<file path="config.mk">
export PLATFORM = sky130hd
export DESIGN_NAME = coh_dir_home
export DESIGN_NICKNAME = d
export VERILOG_FILES = /design/src/rtl/coh_dir_pkg.sv /design/src/rtl/coh_dir_pick.sv /design/src/rtl/coh_dir_table.sv /design/src/rtl/coh_dir_mem.sv /design/src/rtl/coh_dir_home.sv
export SDC_FILE = /design/constraint.sdc
export NUM_CORES = 1
export LEC_CHECK = 0
export BUFFER_PORTS_ARGS = -buffer_cell sky130_fd_sc_hd__buf_2
export CORE_AREA = 2 2 361 256
export DETAILED_ROUTE_END_ITERATION = 16
export DIE_AREA = 0 0 363 258
export GPL_ROUTABILITY_DRIVEN = 0
export PLACE_DENSITY = 0.48
export REMOVE_ABC_BUFFERS = 1
export SYNTH_ARGS = -nofsm -noshare
export SYNTH_HDL_FRONTEND = slang
export SYNTH_SLANG_ARGS = --single-unit
</file>
<file path="constraint.sdc">
create_clock -name clk -period 25 [get_ports clk]
set_input_delay 2.5 -clock clk [delete_from_list [all_inputs] [get_ports clk]]
set_output_delay 2.5 -clock clk [all_outputs]
set_load 0.02 [all_outputs]
</file>
<file path="src/rtl/coh_dir_pkg.sv">
package coh_dir_pkg;
  typedef enum logic [1:0] {ST_UNC = 2'd0, ST_SHR = 2'd1, ST_EXC = 2'd2} dir_st_e;
  typedef enum logic [1:0] {RQ_READ = 2'd0, RQ_WRITE = 2'd1, RQ_WBACK = 2'd2} req_kind_e;
  typedef enum logic [1:0] {MS_REPLY = 2'd0, MS_INVAL = 2'd1, MS_FETCH = 2'd2, MS_FINV = 2'd3} msg_kind_e;
  typedef enum logic [1:0] {FS_IDLE = 2'd0, FS_INV = 2'd1, FS_WAIT = 2'd2} fsm_e;
endpackage

</file>
<file path="src/rtl/coh_dir_pick.sv">
// Lowest set bit of a vector, as an index.
module coh_dir_pick #(
  parameter int N = 4,
  localparam int W = (N > 1) ? $clog2(N) : 1
) (
  input  logic [N-1:0] vec,
  output logic [W-1:0] idx
);
  always_comb begin
    idx = '0;
    for (int i = N - 1; i >= 0; i--) begin
      if (vec[i]) idx = W'(i);
    end
  end
endmodule

</file>
<file path="src/rtl/coh_dir_table.sv">
// Per-block directory entries: state and presence vector.
module coh_dir_table #(
  parameter int NPROC = 4,
  parameter int NBLK  = 16,
  localparam int AW   = $clog2(NBLK)
) (
  input  logic             clk,
  input  logic             rst_n,
  input  logic [AW-1:0]    rd_addr,
  output logic [1:0]       rd_st,
  output logic [NPROC-1:0] rd_sh,
  input  logic             we,
  input  logic [AW-1:0]    wr_addr,
  input  logic [1:0]       wr_st,
  input  logic [NPROC-1:0] wr_sh
);
  logic [1:0]       st_q [NBLK];
  logic [NPROC-1:0] sh_q [NBLK];

  for (genvar b = 0; b < NBLK; b++) begin : g_ent
    logic en;
    assign en = we && (wr_addr == AW'(b));
    always_ff @(posedge clk or negedge rst_n) begin
      if (!rst_n) begin
        st_q[b] <= 2'd0;
        sh_q[b] <= '0;
      end else if (en) begin
        st_q[b] <= wr_st;
        sh_q[b] <= wr_sh;
      end
    end
  end

  assign rd_st = st_q[rd_addr];
  assign rd_sh = sh_q[rd_addr];
endmodule

</file>
<file path="src/rtl/coh_dir_mem.sv">
// Home memory model: one word per block.
module coh_dir_mem #(
  parameter int NBLK   = 16,
  parameter int DATA_W = 32,
  localparam int AW    = $clog2(NBLK)
) (
  input  logic              clk,
  input  logic              rst_n,
  input  logic [AW-1:0]     rd_addr,
  output logic [DATA_W-1:0] rd_data,
  input  logic              we,
  input  logic [AW-1:0]     wr_addr,
  input  logic [DATA_W-1:0] wr_data
);
  logic [DATA_W-1:0] word_q [NBLK];

  for (genvar b = 0; b < NBLK; b++) begin : g_word
    always_ff @(posedge clk or negedge rst_n) begin
      if (!rst_n)                          word_q[b] <= '0;
      else if (we && wr_addr == AW'(b))    word_q[b] <= wr_data;
    end
  end

  assign rd_data = word_q[rd_addr];
endmodule

</file>
<file path="src/rtl/coh_dir_home.sv">
module coh_dir_home
  import coh_dir_pkg::*;
#(
  parameter int NPROC  = 4,
  parameter int NBLK   = 16,
  parameter int DATA_W = 32,
  localparam int PID_W = $clog2(NPROC),
  localparam int AW    = $clog2(NBLK)
) (
  input  logic              clk,
  input  logic              rst_n,
  input  logic              req_valid,
  output logic              req_ready,
  input  logic [1:0]        req_kind,
  input  logic [PID_W-1:0]  req_src,
  input  logic [AW-1:0]     req_addr,
  input  logic [DATA_W-1:0] req_data,
  input  logic              fet_valid,
  input  logic [DATA_W-1:0] fet_data,
  output logic              msg_valid,
  output logic [1:0]        msg_kind,
  output logic [PID_W-1:0]  msg_dst,
  output logic [AW-1:0]     msg_addr,
  output logic [DATA_W-1:0] msg_data
);
  // reset: asserted asynchronously, released on a clock edge
  logic [1:0] rsync_q;
  logic       rst_ni;
  always_ff @(posedge clk or negedge rst_n) begin
    if (!rst_n) rsync_q <= 2'b00;
    else        rsync_q <= {rsync_q[0], 1'b1};
  end
  assign rst_ni = rsync_q[1];

  fsm_e             fsm_q, fsm_d;
  logic [NPROC-1:0] mask_q, mask_d;
  logic [PID_W-1:0] r_src;
  logic [AW-1:0]    r_addr;
  logic [1:0]       r_kind;

  logic             accept;
  logic [PID_W-1:0] cur_src;
  logic [AW-1:0]    cur_addr;
  logic [NPROC-1:0] src_oh;

  logic [1:0]        ent_st_raw;
  dir_st_e           ent_st;
  logic [NPROC-1:0]  ent_sh;
  logic [DATA_W-1:0] mem_rd;
  logic [PID_W-1:0]  owner, inv_idx;

  logic              t_we, d_we;
  dir_st_e           t_st;
  logic [NPROC-1:0]  t_sh;
  logic [DATA_W-1:0] d_wdata;
  logic              m_v;
  msg_kind_e         m_k;
  logic [PID_W-1:0]  m_dst;
  logic [DATA_W-1:0] m_data;

  assign req_ready = (fsm_q == FS_IDLE) && rst_ni;
  assign accept    = req_valid && req_ready;
  assign cur_src   = (fsm_q == FS_IDLE) ? req_src  : r_src;
  assign cur_addr  = (fsm_q == FS_IDLE) ? req_addr : r_addr;
  assign src_oh    = {{(NPROC-1){1'b0}}, 1'b1} << cur_src;
  assign ent_st    = dir_st_e'(ent_st_raw);

  coh_dir_table #(.NPROC(NPROC), .NBLK(NBLK)) table_i (
    .clk(clk), .rst_n(rst_ni), .rd_addr(cur_addr), .rd_st(ent_st_raw), .rd_sh(ent_sh),
    .we(t_we), .wr_addr(cur_addr), .wr_st(t_st), .wr_sh(t_sh));

  coh_dir_mem #(.NBLK(NBLK), .DATA_W(DATA_W)) mem_i (
    .clk(clk), .rst_n(rst_ni), .rd_addr(cur_addr), .rd_data(mem_rd),
    .we(d_we), .wr_addr(cur_addr), .wr_data(d_wdata));

  coh_dir_pick #(.N(NPROC)) own_pick_i (.vec(ent_sh), .idx(owner));
  coh_dir_pick #(.N(NPROC)) inv_pick_i (.vec(mask_q), .idx(inv_idx));

  // next-state and message selection
  always_comb begin
    fsm_d   = fsm_q;
    mask_d  = mask_q;
    t_we    = 1'b0;
    t_st    = ent_st;
    t_sh    = ent_sh;
    d_we    = 1'b0;
    d_wdata = req_data;
    m_v     = 1'b0;
    m_k     = MS_REPLY;
    m_dst   = cur_src;
    m_data  = mem_rd;
    unique case (fsm_q)
      FS_IDLE: if (accept) begin
        unique case (req_kind)
          RQ_READ: begin
            m_v = 1'b1;
            if (ent_st == ST_EXC) begin
              m_k = MS_FETCH; m_dst = owner; fsm_d = FS_WAIT;
            end else begin
              t_we = 1'b1; t_st = ST_SHR;
              t_sh = (ent_st == ST_SHR) ? (ent_sh | src_oh) : src_oh;
            end
          end
          RQ_WRITE: begin
            if (ent_st == ST_EXC && owner != req_src) begin
              m_v = 1'b1; m_k = MS_FINV; m_dst = owner; fsm_d = FS_WAIT;
            end else if (ent_st == ST_SHR && (ent_sh & ~src_oh) != '0) begin
              mask_d = ent_sh & ~src_oh; fsm_d = FS_INV;
            end else begin
              m_v = 1'b1; t_we = 1'b1; t_st = ST_EXC; t_sh = src_oh;
            end
          end
          RQ_WBACK: begin
            if (ent_st == ST_EXC && ent_sh == src_oh) begin
              d_we = 1'b1; t_we = 1'b1; t_st = ST_UNC; t_sh = '0;
            end
          end
          default: ;
        endcase
      end
      FS_INV: begin
        m_v = 1'b1;
        if (mask_q != '0) begin
          m_k    = MS_INVAL;
          m_dst  = inv_idx;
          mask_d = mask_q & ~({{(NPROC-1){1'b0}}, 1'b1} << inv_idx);
        end else begin
          t_we = 1'b1; t_st = ST_EXC; t_sh = src_oh; fsm_d = FS_IDLE;
        end
      end
      FS_WAIT: if (fet_valid) begin
        m_v    = 1'b1;
        m_data = fet_data;
        t_we   = 1'b1;
        fsm_d  = FS_IDLE;
        if (r_kind == RQ_READ) begin
          d_we = 1'b1; d_wdata = fet_data; t_st = ST_SHR; t_sh = ent_sh | src_oh;
        end else begin
          t_st = ST_EXC; t_sh = src_oh;
        end
      end
      default: fsm_d = FS_IDLE;
    endcase
  end

  // registers
  always_ff @(posedge clk or negedge rst_ni) begin
    if (!rst_ni) begin
      fsm_q     <= FS_IDLE;
      mask_q    <= '0;
      r_src     <= '0;
      r_addr    <= '0;
      r_kind    <= '0;
      msg_valid <= 1'b0;
      msg_kind  <= '0;
      msg_dst   <= '0;
      msg_addr  <= '0;
      msg_data  <= '0;
    end else begin
      fsm_q     <= fsm_d;
      mask_q    <= mask_d;
      msg_valid <= m_v;
      if (accept) begin
        r_src  <= req_src;
        r_addr <= req_addr;
        r_kind <= req_kind;
      end
      if (m_v) begin
        msg_kind <= m_k;
        msg_dst  <= m_dst;
        msg_addr <= cur_addr;
        msg_data <= m_data;
      end
    end
  end
endmodule

</file>
# After elaboration in Yosys (flattened, before gate mapping)
# Cells that the tools add are included.
[totals] mem_bits_rw=0 word_cells=236 n_memories=0 latch_bits=0 regBits=665 mem_bits_ro=0
[op_classes] div=0 n_bitwise=6 n_mux=89 shift=2 n_addsub=0 multipliers=0 n_reduce_logical=46 order_cmp=1 n_eq_ne=33
[op_table] op="$mux 32" n=7
[op_table] op="$bmux 32 s4" n=1
[op_table] op="$mux 4" n=17
[op_table] op="$mux 2" n=32
[op_table] op="$logic_and 1x1->1" n=37
[op_table] op="$eq 4x4->1 const B" n=8
[op_table] op="$pmux 4 s3" n=2
[op_table] op="$pmux 2 s2" n=5
[op_table] op="$pmux 2 s3" n=3
[op_table] op="$bmux 4 s4" n=1
[op_table] op="$eq 4x3->1 const B" n=4
[op_table] op="$mux 1" n=14
[op_table] op="$reduce_and 6->1" n=2
[op_table] op="$ne 2x2->1 const B" n=5
[op_table] op="$pmux 1 s3" n=3
[op_table] op="$and 4x4->4" n=2
[op_table] op="$bmux 2 s4" n=1
[op_table] op="$eq 4x2->1 const B" n=2
[op_table] op="$not 4->4" n=2
[op_table] op="$pmux 4 s2" n=1
[op_table] op="$reduce_bool 4->1" n=2
[op_table] op="$shl 1x2->4 const A" n=2
[op_table] op="$eq 2x1->1 const B" n=3
[op_table] op="$eq 2x2->1 const B" n=3
[op_table] op="14 further kinds" n=18

# Depth between registers and ports, before layout
[depth] depth_word=17 ltp_mapped=19 ltp_nobuf=14

# Hierarchy
# From an unflattened synthesis, not the netlist that was laid out.
[hier_totals] cells_unflattened=2072 hier_area_um2=30819.6
[by_module_without_submodules] module="coh_dir_mem" area_each_um2=22770.6 cells_each=1405 seq_area_each_um2=12812.3 n_inst=1
[by_module_without_submodules] module="coh_dir_table" area_each_um2=4370.4 cells_each=281 seq_area_each_um2=2402.3 n_inst=1
[by_module_without_submodules] module="coh_dir_home" area_each_um2=3623.5 cells_each=376 seq_area_each_um2=1426.4 n_inst=1
[by_module_without_submodules] module="coh_dir_pick" area_each_um2=27.5 cells_each=5 seq_area_each_um2=0.0 n_inst=2

# Worst setup path after synthesis
# OpenSTA, ideal clock, no wires.
[synth_path] path_type="register to output" from="register rsync_q[1]" to="output port req_ready" path_stages_with_launch=2 slack_ns=6.451 path_buffers=0 arrival_time_ns=16.049 required_ns=22.500 cell_sequence="dfrtp_1 and2_1"
[synth_between] elab_chain_cells=1
[synth_rtl] item="start: declaration" line_no="coh_dir_home.sv:27" text="logic [1:0] rsync_q;"
[synth_rtl] item="start signal: assignment" line_no="coh_dir_home.sv:31" text="else rsync_q <= {rsync_q[0], 1'b1};"
[synth_rtl] item="$logic_and 1x1->1" line_no="coh_dir_home.sv:61" text="assign req_ready = (fsm_q == FS_IDLE) && rst_ni;"
[synth_rtl] item="end: declaration" line_no="coh_dir_home.sv:13" text="output logic req_ready,"
# No other way between the ends.

# Final worst setup path
[layout_path] from="input port req_addr[1]" to="register msg_addr[0]"
[layout_between] elab_chain_cells=15 elab_cells_between_ends=24 classes_between="3 x eq/ne; 16 x mux; 2 x bitwise; 3 x reduce/logical"
[layout_rtl] item="start: declaration" line_no="coh_dir_home.sv:16" text="input logic [AW-1:0] req_addr,"
[layout_rtl] item="$mux 4 *" line_no="coh_dir_home.sv:64" text="assign cur_addr = (fsm_q == FS_IDLE) ? req_addr : r_addr;"
[layout_rtl] item="$not 4->5 (implied by the code) *" line_no="coh_dir_table.sv:34, coh_dir_table.sv:35"
[layout_rtl] item="$bmux 4 s4" line_no="coh_dir_table.sv:35" text="assign rd_sh = sh_q[rd_addr];"
[layout_rtl] item="$mux 4 (implied by the code) (2 in series)" line_no="coh_dir_table.sv:35"
[layout_rtl] item="$mux 2 (4 in series)" line_no="coh_dir_pick.sv:12" text="if (vec[i]) idx = W'(i);"
[layout_rtl] item="$ne 2x2->1" line_no="coh_dir_home.sv:105" text="if (ent_st == ST_EXC && owner != req_src) begin"
[layout_rtl] item="$logic_and 1x1->1" line_no="coh_dir_home.sv:105"
[layout_rtl] item="$mux 1 *" line_no="coh_dir_home.sv:105"
[layout_rtl] item="$pmux 1 s2 *" line_no="coh_dir_home.sv:94" text="unique case (req_kind)"
[layout_rtl] item="$mux 1 *" line_no="coh_dir_home.sv:93" text="FS_IDLE: if (accept) begin"
[layout_rtl] item="$pmux 1 s3 *" line_no="coh_dir_home.sv:92" text="unique case (fsm_q)"
[layout_rtl] item="net m_v" line_no="coh_dir_home.sv:56" text="logic m_v;"
[layout_rtl] item="end signal: assignment" line_no="coh_dir_home.sv:171" text="msg_addr <= cur_addr;"
[layout_rtl] item="end: declaration" line_no="coh_dir_home.sv:23" text="output logic [AW-1:0] msg_addr,"
# Mark *: on every way through the listed nets, which the timed path passes. The rest lies on a longest branch. The select of a mux whose other input is x is not followed.
# A chain may end at the register's enable or synchronous reset.

==> reports/metrics.csv <==
metric,value,unit
status,"finished, final reports clean",
viasPerCell,5.220,
final.min_clock_period,8444,ps
yosysWarnings,0,
track_usage,0.2068,
timing.critical_path.mode_cell,buf_4,
slew_headroom,0.2268,
tightest_slew,1137,ps
worst_clock_skew,34.32,ps
slowest_stage,buf_4,
antenna_found_initial,3,
synth_ff_type,dfrtp_1,
synth.cell_area,31340,µm²
ys_types,89,
dp.cells,4509,
io_buffers,117,
antenna_left,0,
cp.arrival,8890,ps
dieArea,93650,µm²
synth_edf_count,0,
num_io_pins,118,
die_y,258,µm
die_width,363,µm
grt_max_degree,144,
grt_overflow,0,
cp.required,25450,ps
final_nets,3479,
power_density,86.28,nW/µm²
final_util,0.3921,
rows,93,
cts_setup_buffers,0,
start_util,0.3457,
dr.pass1.iters,6,
cts_made_buffers,72,
core,90650,µm²
crit_chain,"buf_2, or3b_1, nand2_4, buf_4, buf_4, mux2i_1, a32oi_1, and4_1, nor3b_2, a21oi_1, nor3_4, buf_4, clkinv_1, nor2_1, a21oi_1",
slew_viol_final,0,
critPathLaunchType,input pin,
fin_hold_ws,272.1,ps
endpoint,msg_addr[0],
ys_seq_area_frac,0.5310,
ys_ff_latch,665,
drt-initial-drc-count,2137,
rrSetupSlack,17980,ps
hold_viol_final,0,
rsz0062_at_grt,no,
cts_tree,yes,
startpoint,req_addr[1],
antennaDiodeCount,0,
final_cells,4638,
tns,0,ps
num_vias,24210,
nFillCells,9132,
dp_hpwl,54640,µm
reg2regPathDepth,15,
hold_buffers,0,
layout_worst_path_cycle_share,0.3378,
drive_gt1_frac,0.1446,
clock_sinks,665,
synthArstFlopShare,1.000,
area_delta_synth_final,13.40,%
netlist_instances,3414,
clk_path_buf_depth,3,
drv_cap,0,
critPathCaptureType,register,
postCtsResizedCells,0,
cts.clk_slew.worst_paths,60,ps
worstReg2RegStart,fsm_q[1],
synth_area_per_cell,9.180,µm²
power.total,0.003066,W
setup_violations,0,
criticalPathCategory,input pin to register,
grt_pass1_wl,149800,µm
min_path_type,register to async pin,
cp_max_fo,79,
max_freq,118.4,MHz
cts_root_buffer,clkbuf_16,
htree_levels,3,
ir_drop,0.04437,mV
worst_r2r_endpoint,msg_addr[0],
post_drt_wl_per_cell,20.74,µm
p_leak,16.31,nW
critPathMaxStageDelay,900,ps
clkLatencyLatePin,640,ps
wirelength,96200,µm
drc,0,
grt_pass1_vias,23350,
==> per-stage QoR <==
step / cell area [µm²] / worst slack (ps)
2_1_floorplan: 30180 / 5067
3_3_place_gp: 33080 / 15810
3_5_place_dp: 33080 / 15850
4_1_cts: 35540 / 16520
5_1_grt: 35540 / 15950
6_report: 35540 / 16560
==> layer usage <==
layer	wire (µm)	global-route usage
met3	5175	0.03883
met1	49030	0.3229
met2	40330	0.2953
met4	1668	0.04149
met5	0	0
==> cell usage after synthesis, types with 7 or more instances <==
| master | instances | share of area |
|---|---|---|
| dfrtp_1 | 665 | 0.53 |
| a21oi_1 | 592 | 0.095 |
| nor2_1 | 580 | 0.069 |
| nand2_1 | 502 | 0.060 |
| nand3_1 | 259 | 0.041 |
| clkbuf_1 | 190 | 0.023 |
| o21ai_0 | 92 | 0.015 |
| buf_2 | 61 | 0.0097 |
| mux2i_1 | 54 | 0.017 |
| mux2_2 | 47 | 0.017 |
| mux4_2 | 37 | 0.027 |
| mux2_4 | 34 | 0.016 |
| mux2_1 | 26 | 0.0093 |
| a22oi_1 | 22 | 0.0053 |
| buf_1 | 21 | 0.0025 |
| a311oi_1 | 15 | 0.0042 |
| inv_1 | 14 | 0.0017 |
| nor3_1 | 12 | 0.0019 |
| nand2b_1 | 11 | 0.0022 |
| nor3_4 | 10 | 0.0052 |
| a31oi_1 | 9 | 0.0018 |
| a32oi_1 | 8 | 0.0022 |
| o31ai_1 | 8 | 0.0019 |
| ha_1 | 7 | 0.0028 |
| nor3_2 | 7 | 0.0022 |
| o211ai_1 | 7 | 0.0017 |
==> cells by family after synthesis <==
family | after synthesis | share of synthesized area
other | 1 | 0.0001197
AND/OR/NAND/NOR | 1436 | 0.1964
AO/OA/AOI/OAI | 812 | 0.1444
adder cells (fa/ha/maj) | 7 | 0.002795
flip-flops | 665 | 0.5310
buffers and inverters | 295 | 0.03896
multiplexers | 198 | 0.08635
==> placed cells by master, fill, tap and decap left out, types with 11 or more instances in the layout <==
master,instances
a21oi_1,592
a22oi_1,22
a311oi_1,15
buf_2,117
buf_4,66
clkbuf_1,19
clkbuf_16,74
clkbuf_8,17
dfrtp_1,664
inv_1,14
mux2_1,26
mux2_2,46
mux2_4,35
mux2i_1,38
mux2i_2,15
mux4_2,37
nand2_1,500
nand2b_1,11
nand3_1,258
nor2_1,567
nor2_4,18
nor3_1,12
nor3_4,11
o21ai_0,91
==> sequential cells by signal (all words and copies together) (netlist names) <==
register / count
rsync_q: 2
msg_valid: 1
mem_i.word_q: 512
r_src: 2
msg_dst: 2
r_addr: 4
r_kind: 2
msg_data: 32
msg_addr: 4
table_i.sh_q: 64
mask_q: 4
msg_kind: 2
table_i.st_q: 32
fsm_q: 2
==> power by group <==
group	internal, W	total [W]	switching, W	leakage [nW]
Sequential	0.00122	0.00130	0.0000811	9.14
Clock	0.000661	0.00112	0.000461	1.20
Combinational	0.000224	0.000642	0.000418	5.96
Total	0.00211	0.00307	0.000960	16.3
==> worst min path at each step <==
| stage | end | cells past startpoint | from |
|---|---|---|---|
| 2_1_floorplan | rsync_q[1] | 0 | rsync_q[0] |
| 3_3_place_gp | msg_data[6] | 0 | rsync_q[1] |
| 3_5_place_dp | msg_data[6] | 0 | rsync_q[1] |
| 4_1_cts | msg_data[6] | 0 | rsync_q[1] |
| 5_1_grt | msg_data[6] | 0 | rsync_q[1] |
| 6_report | msg_data[6] | 0 | rsync_q[1] |
==> final cells by class <==
cell class | instances | area [µm²] | area share
sequential | 665 | 16640 | 0.4683
multi-input combinational | 2454 | 13740 | 0.3867
clock buffer | 110 | 2157 | 0.06070
tap | 1187 | 1485 | 0.04179
timing repair buffer | 186 | 1141 | 0.03211
clock inverter | 19 | 304.0 | 0.008555
inverter | 17 | 63.81 | 0.001796
==> critical path, delay by kind of cell <==
kind                   cells  cell delay [ps]
AOI/OAI and AO/OA          3              370
buffers and inverters      5             3050
muxes                      1              290
and+or+nand+nor            6             2620
(Power assumes the default switching activity.)
